### config.mk
export PLATFORM = sky130hd
export DESIGN_NAME = ext_irq_trigger
export DESIGN_NICKNAME = d
export VERILOG_FILES = /design/src/rtl/eit_pkg.sv /design/src/rtl/eit_sync.sv /design/src/rtl/eit_pin_cell.sv /design/src/rtl/eit_regs.sv /design/src/rtl/ext_irq_trigger.sv
export SDC_FILE = /design/constraint.sdc
export NUM_CORES = 1
export LEC_CHECK = 0
export BUFFER_PORTS_ARGS = -buffer_cell sky130_fd_sc_hd__clkbuf_2
export CAP_MARGIN = 20
export CELL_PAD_IN_SITES_DETAIL_PLACEMENT = 0
export CELL_PAD_IN_SITES_GLOBAL_PLACEMENT = 1
export CORE_UTILIZATION = 40
export DETAILED_ROUTE_END_ITERATION = 6
export HOLD_SLACK_MARGIN = 0.02
export PLACE_DENSITY = 0.81
export SLEW_MARGIN = 20
export SYNTH_ARGS = -nofsm -noshare
export SYNTH_HDL_FRONTEND = slang
export SYNTH_SLANG_ARGS = --single-unit
### constraint.sdc
create_clock -name clk -period 2.01 [get_ports clk]
set_input_delay 0.402 -clock clk [delete_from_list [all_inputs] [get_ports clk]]
set_output_delay 0.402 -clock clk [all_outputs]
set_load 0.005 [all_outputs]
### src/rtl/eit_pkg.sv
package eit_pkg;

    localparam int MODE_BITS = 4;
    localparam int BUS_W     = 32;
    localparam int ADDR_W    = 4;

    localparam logic [ADDR_W-1:0] OFF_MODE = 4'h0;
    localparam logic [ADDR_W-1:0] OFF_AUX  = 4'h4;
    localparam logic [ADDR_W-1:0] OFF_PEND = 4'h8;
    localparam logic [ADDR_W-1:0] OFF_EN   = 4'hC;

    localparam logic [MODE_BITS-1:0] CODE_RISE = 4'd1;
    localparam logic [MODE_BITS-1:0] CODE_FALL = 4'd2;
    localparam logic [MODE_BITS-1:0] CODE_ANY  = 4'd3;
    localparam logic [MODE_BITS-1:0] CODE_HIGH = 4'd5;
    localparam logic [MODE_BITS-1:0] CODE_LOW  = 4'd6;

    typedef enum logic [2:0] {
        TRIG_OFF, TRIG_RISE, TRIG_FALL, TRIG_ANY, TRIG_HIGH, TRIG_LOW
    } trig_kind_e;

    typedef enum logic [1:0] {
        PS_QUIET, PS_HELD, PS_LEVEL
    } pin_state_e;

    function automatic trig_kind_e decode_trig(input logic [MODE_BITS-1:0] code);
        trig_kind_e k;
        case (code)
            CODE_RISE: k = TRIG_RISE;
            CODE_FALL: k = TRIG_FALL;
            CODE_ANY:  k = TRIG_ANY;
            CODE_HIGH: k = TRIG_HIGH;
            CODE_LOW:  k = TRIG_LOW;
            default:   k = TRIG_OFF;
        endcase
        return k;
    endfunction

endpackage

### src/rtl/eit_sync.sv
module eit_sync #(
    parameter int STAGES = 2
) (
    input  logic clk,
    input  logic rst_n,
    input  logic d,
    output logic q
);
    logic [STAGES-1:0] chain;

    generate
        if (STAGES == 1) begin : g_one
            always_ff @(posedge clk or negedge rst_n) begin
                if (!rst_n) chain <= '0;
                else        chain <= d;
            end
        end else begin : g_many
            always_ff @(posedge clk or negedge rst_n) begin
                if (!rst_n) chain <= '0;
                else        chain <= {chain[STAGES-2:0], d};
            end
        end
    endgenerate

    assign q = chain[STAGES-1];
endmodule

### src/rtl/eit_pin_cell.sv
module eit_pin_cell
    import eit_pkg::*;
#(
    parameter int SYNC_STAGES = 2
) (
    input  logic                 clk,
    input  logic                 rst_n,
    input  logic                 pin_async,
    input  logic [MODE_BITS-1:0] mode,
    input  logic                 clr,
    output logic                 pending
);
    logic       lvl;
    logic       prev_q;
    logic       rise, fall, hit_edge, level_mode, level_on;
    trig_kind_e kind;
    pin_state_e state_q, state_d;

    eit_sync #(.STAGES(SYNC_STAGES)) u_sync (
        .clk(clk), .rst_n(rst_n), .d(pin_async), .q(lvl)
    );

    always_ff @(posedge clk or negedge rst_n) begin
        if (!rst_n) prev_q <= 1'b0;
        else        prev_q <= lvl;
    end

    always_comb begin
        kind       = decode_trig(mode);
        rise       = lvl & ~prev_q;
        fall       = ~lvl & prev_q;
        hit_edge   = 1'b0;
        level_mode = 1'b0;
        level_on   = 1'b0;
        unique case (kind)
            TRIG_RISE: hit_edge = rise;
            TRIG_FALL: hit_edge = fall;
            TRIG_ANY:  hit_edge = rise | fall;
            TRIG_HIGH: begin level_mode = 1'b1; level_on = lvl;  end
            TRIG_LOW:  begin level_mode = 1'b1; level_on = ~lvl; end
            default:   hit_edge = 1'b0;
        endcase
    end

    // next-state selection: follow / capture / release / retain
    always_comb begin
        state_d = state_q;
        if (level_mode) begin
            state_d = level_on ? PS_LEVEL : PS_QUIET;
        end else begin
            unique case (state_q)
                PS_QUIET: state_d = hit_edge ? PS_HELD : PS_QUIET;
                PS_HELD,
                PS_LEVEL: state_d = (clr && !hit_edge) ? PS_QUIET : PS_HELD;
                default:  state_d = PS_QUIET;
            endcase
        end
    end

    always_ff @(posedge clk or negedge rst_n) begin
        if (!rst_n) state_q <= PS_QUIET;
        else        state_q <= state_d;
    end

    always_comb begin
        pending = (state_q != PS_QUIET);
    end
endmodule

### src/rtl/eit_regs.sv
module eit_regs
    import eit_pkg::*;
#(
    parameter int NUM_PINS = 6,
    localparam int MODE_W  = NUM_PINS * MODE_BITS
) (
    input  logic              clk,
    input  logic              rst_n,
    input  logic [ADDR_W-1:0] bus_addr,
    input  logic              bus_wr,
    input  logic [BUS_W-1:0]  bus_wdata,
    input  logic [NUM_PINS-1:0] pend_in,
    output logic [MODE_W-1:0] mode_q,
    output logic [NUM_PINS-1:0] en_q,
    output logic [NUM_PINS-1:0] clr,
    output logic [BUS_W-1:0]  bus_rdata
);
    logic unused_hi;
    assign unused_hi = ^bus_wdata[BUS_W-1:MODE_W];

    always_ff @(posedge clk or negedge rst_n) begin
        if (!rst_n) begin
            for (int i = 0; i < NUM_PINS; i++) mode_q[i*MODE_BITS +: MODE_BITS] <= CODE_LOW;
            en_q <= '0;
        end else if (bus_wr) begin
            if (bus_addr == OFF_MODE) mode_q <= bus_wdata[MODE_W-1:0];
            if (bus_addr == OFF_EN)   en_q   <= bus_wdata[NUM_PINS-1:0];
        end
    end

    always_comb begin
        clr = (bus_wr && bus_addr == OFF_PEND) ? ~bus_wdata[NUM_PINS-1:0] : '0;
    end

    always_comb begin
        bus_rdata = '0;
        unique case (bus_addr)
            OFF_MODE: bus_rdata[MODE_W-1:0]   = mode_q;
            OFF_PEND: bus_rdata[NUM_PINS-1:0] = pend_in;
            OFF_EN:   bus_rdata[NUM_PINS-1:0] = en_q;
            default:  bus_rdata = '0;
        endcase
    end
endmodule

### src/rtl/ext_irq_trigger.sv
module ext_irq_trigger
    import eit_pkg::*;
#(
    parameter int NUM_PINS    = 6,
    parameter int SYNC_STAGES = 2
) (
    input  logic                clk,
    input  logic                rst_n,
    input  logic [NUM_PINS-1:0] pin_in,
    input  logic [3:0]          bus_addr,
    input  logic                bus_wr,
    input  logic [31:0]         bus_wdata,
    output logic [31:0]         bus_rdata,
    output logic [NUM_PINS-1:0] irq_req
);
    localparam int MODE_W = NUM_PINS * MODE_BITS;

    logic [MODE_W-1:0]   mode_q;
    logic [NUM_PINS-1:0] en_q;
    logic [NUM_PINS-1:0] clr;
    logic [NUM_PINS-1:0] pend_q;

    eit_regs #(.NUM_PINS(NUM_PINS)) u_regs (
        .clk(clk), .rst_n(rst_n),
        .bus_addr(bus_addr), .bus_wr(bus_wr), .bus_wdata(bus_wdata),
        .pend_in(pend_q), .mode_q(mode_q), .en_q(en_q), .clr(clr),
        .bus_rdata(bus_rdata)
    );

    generate
        for (genvar i = 0; i < NUM_PINS; i++) begin : g_pin
            eit_pin_cell #(.SYNC_STAGES(SYNC_STAGES)) u_cell (
                .clk(clk), .rst_n(rst_n),
                .pin_async(pin_in[i]),
                .mode(mode_q[i*MODE_BITS +: MODE_BITS]),
                .clr(clr[i]),
                .pending(pend_q[i])
            );
        end
    endgenerate

    assign irq_req = pend_q & en_q;
endmodule

After elaboration in Yosys (flattened, before gate mapping)
Cells that the tools add are included.
{"block": "totals", "register_bits": 60, "out_inout_bits": 38}
{"block": "op_classes", "mux": 57, "n_reduce_logical": 40, "bitwise_logic": 32, "n_eq_ne": 74}
{"op": "case mux 3 bit (5 select lines)", "n": 6}
{"op": "equality test 4 x 2 -> 1 bit, second input constant", "n": 12}
{"op": "equality test 4 x 3 -> 1 bit, second input constant", "n": 12}
{"op": "equality test 3 x 2 -> 1 bit, second input constant", "n": 12}
{"op": "equality test 3 bit, second input constant", "n": 12}
{"op": "equality test 4 x 1 -> 1 bit, second input constant", "n": 6}
{"op": "two-way mux 2 bit", "n": 12}
{"op": "case mux 2 bit (2 select lines)", "n": 6}
{"op": "OR reduction 2 bit", "n": 12}
{"op": "equality test 3 x 1 -> 1 bit, second input constant", "n": 6}
{"op": "two-way mux 1 bit", "n": 18}
{"op": "two-way mux 18 bit", "n": 1}
{"op": "case mux 1 bit (3 select lines)", "n": 6}
{"op": "case mux 6 bit (3 select lines)", "n": 1}
{"op": "AND 1 bit", "n": 12}
{"op": "equality test 2 x 1 -> 1 bit, second input constant", "n": 6}
{"op": "equality test 2 bit, second input constant", "n": 6}
{"op": "logical NOT 2 bit", "n": 6}
{"op": "inverter 1 bit", "n": 12}
{"op": "case mux 1 bit (2 select lines)", "n": 6}
{"op": "nonzero test 2 bit", "n": 6}
{"op": "equality test 4 bit, second input constant", "n": 2}
{"op": "logical AND 1 bit", "n": 7}
{"op": "AND 6 bit", "n": 1}
{"op": "other kinds (6)", "n": 17}

Logic depth before layout (Yosys ltp)
{"block": "depth", "ltp_word": 9, "depth_mapped": 6, "depth_no_buf": 6}

Modules after synthesis
Synthesis repeated with hierarchy kept, for this count alone.
{"block": "unflattened", "cells_unflattened": 290, "hier_area_um2": 3339.5}
{"mod": "eit_regs", "area_per_inst_um2": 1582.8, "instances": 1, "cells_each": 122}
{"mod": "eit_pin_cell", "area_per_inst_um2": 236.5, "instances": 6, "cells_each": 25}
{"mod": "eit_sync", "area_per_inst_um2": 50.0, "instances": 6, "cells_each": 2}
{"mod": "ext_irq_trigger", "area_per_inst_um2": 37.5, "instances": 1, "cells_each": 6}

Worst setup path before layout
OpenSTA, ideal clock, no wires.
{"block": "synth_timing", "kind": "input -> output", "startpoint": "input port bus_addr[3]", "endpoint": "output port bus_rdata[1]", "cell_stages": 4, "setup_slack_ps": 349, "n_path_buf": 1, "t_required_ps": 1608, "arrival_ps": 1259, "cell_sequence": "nor4_4 clkbuf_1 a22oi_1 o21ai_0"}
{"block": "synth_between", "elab_chain_len": 2, "word_cells_on_any_way": 4, "classes_between": "eq/ne: 2; mux: 1; reduce/logical: 1"}
{"element": "start: declaration", "line": "ext_irq_trigger.sv:10", "text": "input logic [3:0] bus_addr,"}
{"element": "equality test 4 bit or logical NOT 4 bit (tied branches)", "line": "eit_regs.sv:37", "text": "unique case (bus_addr)"}
{"element": "case mux 6 bit (3 select lines) (*)", "line": "eit_regs.sv:37"}
{"element": "end: declaration", "line": "ext_irq_trigger.sv:13", "text": "output logic [31:0] bus_rdata,"}
Mark *: on every way between the ends. The rest lies on a longest branch, timed or not.

Worst setup path after layout
{"block": "layout_timing", "startpoint": "input port bus_addr[2]", "endpoint": "output port bus_rdata[3]"}
The elaborated chain is that of the path after synthesis.

==> impl_metrics.py <==
metrics = {
    "placed_design": {
        "gp_congestion": 0.7465,
        "postPlaceCellArea_um2": 3774,
        "dp_slack_ps": 81.15,
        "port_buffers": 66,
        "hpwl_um": 4442,
    },
    "finish": {
        "diodes": 0,
        "nets": 432,
        "design_area_um2": 3944,
        "drive_above_1_share": 0.3750,
        "area_growth_syn_to_layout_pct": 18.19,
    },
    "logic_synthesis": {
        "postSynth.asyncResetShare": 1.000,
        "syn_avg_cell_area_um2": 11.55,
        "synth_edf_count": 0,
        "ys_seq_area_frac": 0.4544,
        "synth-seq-cells": 60,
        "synthCells": 289,
        "yosys_warnings": 0,
        "syn_area_um2": 3337,
        "synth_flop_cell": "dfrtp_1",
        "yosysUniqueCellTypes": 37,
    },
    "clock_network": {
        "cts_tree": "built",
        "clock_latency_ps": 330,
        "cts_buffers": 9,
        "cts_sinks": 60,
        "clk_pin_slew_worst_paths_ps": 60,
        "holdBufCountCts": 0,
        "clock-root-buffer": "clkbuf_8",
        "cts-resized-gates": 0,
        "htreeDepth": 3,
        "clockBufferDepth": 2,
        "cts_setup_buffers": 0,
    },
    "setup_path": {
        "r2r-end": "g_pin[4].u_cell.state_q[0]",
        "critPathSlowestCell": "or4b_4",
        "crit_family": "simple AND/OR/NAND/NOR gates",
        "cp_cell_sequence": "clkbuf_2 > or4b_4 > o21ai_0 > clkbuf_2",
        "crit_cells": 4,
        "max_stage_delay_ps": 610,
        "worstRegToRegCells": 5,
        "timing.rr.start": "g_pin[4].u_cell.u_sync.chain[1]",
        "setup.worst_path.end": "bus_rdata[3]",
        "reg2reg_slack_ps": 330,
        "critPathBufInv": 2,
        "crit_arrival_ps": 1520,
        "critical_path_class": "in2out",
        "cp_common_cell": "clkbuf_2",
        "cp_data_required_time_ps": 1610,
        "cp-startpoint": "bus_addr[2]",
        "worstPathMaxFanout": 7,
        "end_kind": "output port",
        "cp-start-kind": "primary input",
    },
    "timing": {
        "finalHoldViolCount": 0,
        "finalSetupViolCount": 0,
        "whs_ps": 76.06,
        "setup_ws_ps": 91.72,
        "rsz0062_at_grt": "false",
        "finalCritPeriodShare": 0.9544,
        "final-max-slew-violation-count": 0,
        "fmaxAchievable_ghz": 0.5213,
        "finalSetupTns_ps": 0,
        "fin_worst_skew_ps": 4.684,
        "period_needed_ps": 1918,
    },
    "floorplanning": {
        "fp.coreArea_um2": 7888,
        "dieArea_um2": 8711,
        "num_rows": 32,
        "die_w_um": 93.34,
        "initial_core_util": 0.4231,
        "die_h_um": 93.34,
        "io_pins": 83,
    },
    "routing": {
        "viasPerCell": 4.821,
        "postRouteAntennaNets": 0,
        "first_pass_iters": 5,
        "wl_per_cell_um": 13.52,
        "routed_wl_um": 6354,
        "vias": 2266,
        "drt_first_iter_violations": 48,
        "drc_errors": 0,
    },
    "global_route": {
        "met3_usage": 0.04959,
        "antenna_found_initial": 0,
        "grt_pass1_wl_um": 10900,
        "grt_max_degree": 61,
        "grt_util_met2": 0.2684,
        "grtUsageMet1": 0.2091,
        "busiest_layer": "met2",
        "grt_overflow": 0,
        "grt_util_all_layers": 0.1659,
        "grt_pass1_vias": 2247,
    },
    "power": {
        "vdd_drop_max_uv": 417.0,
        "power.total_mw": 3.553,
        "power.static_leakage_nw": 1.937,
        "power.density_nw_per_um2": 901.0,
    },
    "job": {
        "max-cap-violations": 0,
    },
    "hold_path": {
        "hold_class": "in2async",
    },
    "status": {
        "status": "finished clean",
    },
}
## cell families after synthesis
kind of cell	count (synthesis)	synth area share
AOI/OAI and AO/OA	44	0.09599
and+or+nand+nor	81	0.1537
DFF	60	0.4544
adders and majority gates	24	0.08999
other	1	0.001124
buffers and inverters	42	0.06224
xor gates and xnor gates	6	0.01575
muxes	31	0.1267
## metal layers
| layer | vias to the layer above | wire length, um |
|---|---|---|
| met2 | 56 | 3052 |
| li1 | 1119 | - |
| met3 | 4 | 328 |
| met1 | 1087 | 2945 |
| met4 | 0 | 27 |
| met5 | - | 0 |
## synth_stat cells (all sizes together) (2+ instances only)
library cell	n	share of area
nor3	3	0.0060
clkbuf	2	0.0023
a31oi	2	0.0037
nand2	7	0.010
ha	24	0.090
a2111oi	6	0.019
o21ai	17	0.032
nor2b	22	0.041
mux2	30	0.12
nor3b	11	0.025
buf	12	0.028
nor2	13	0.015
a22oi	7	0.016
xnor2	6	0.016
inv	28	0.031
a211o	3	0.0079
dfstp	12	0.094
and2	18	0.034
and4b	2	0.0060
dfrtp	48	0.36
a21o	2	0.0045
a21oi	6	0.0090
## metrics by stage
stage | cells | utilization
floorplan | 296 | -
global placement | 454 | 0.4784
detailed placement | 454 | 0.4784
CTS | 470 | 0.5000
global route | 470 | 0.5000
finish | 470 | 0.5000
## layout make-up
class	count	area [um2]
repair buffers	70	385.4
well taps	102	127.6
multi-input cells	194	1639
inverters	28	105.1
clock inverters	4	25.02
fillers	738	3944
clock buffers	12	145.1
flip-flops and latches	60	1516
## cells in the final DEF (no fill, tap or decap), types with 7 or more instances in the layout
| master | count |
|---|---|
| and2_1 | 18 |
| conb_1 | 8 |
| a22oi_1 | 7 |
| clkbuf_2 | 66 |
| nor3b_1 | 11 |
| nor2_1 | 13 |
| o21ai_0 | 11 |
| ha_1 | 24 |
| nor2b_1 | 22 |
| inv_1 | 28 |
| mux2_2 | 10 |
| dfstp_2 | 12 |
| clkbuf_8 | 10 |
| mux2_4 | 20 |
| dfrtp_1 | 48 |
## flip-flops by register name, summed over array words and instances, names as in the netlist
register / flops
u_regs.mode_q: 24
g_pin.u_cell.state_q: 12
g_pin.u_cell.u_sync.chain: 12
g_pin.u_cell.prev_q: 6
u_regs.en_q: 6
## power by group
part | total (mW) | leakage, nW | switching (mW) | internal (mW)
clock network | 0.938 | 0.0824 | 0.461 | 0.477
logic | 0.893 | 1.14 | 0.364 | 0.529
registers | 1.72 | 0.717 | 0.249 | 1.47
## worst min path at each step
stage	endpoint	slack [ps]	depth (start not counted)
finish	u_regs.en_q[2]	80	2
global route	g_pin[3].u_cell.state_q[1]	80	2
CTS	g_pin[3].u_cell.state_q[0]	80	2
detailed placement	g_pin[0].u_cell.u_sync.chain[1]	340	0
global placement	g_pin[4].u_cell.u_sync.chain[1]	330	0
floorplan	g_pin[0].u_cell.prev_q	110	0
## worst register-to-register path, stage by stage, from the launching register on
cell and delay [ps]:
dfrtp_1 420, ha_1 280, inv_1 50, mux2i_1 70, a2111o_1 420, a2111oi_1 320
Power figures use the tool's default switching activity.
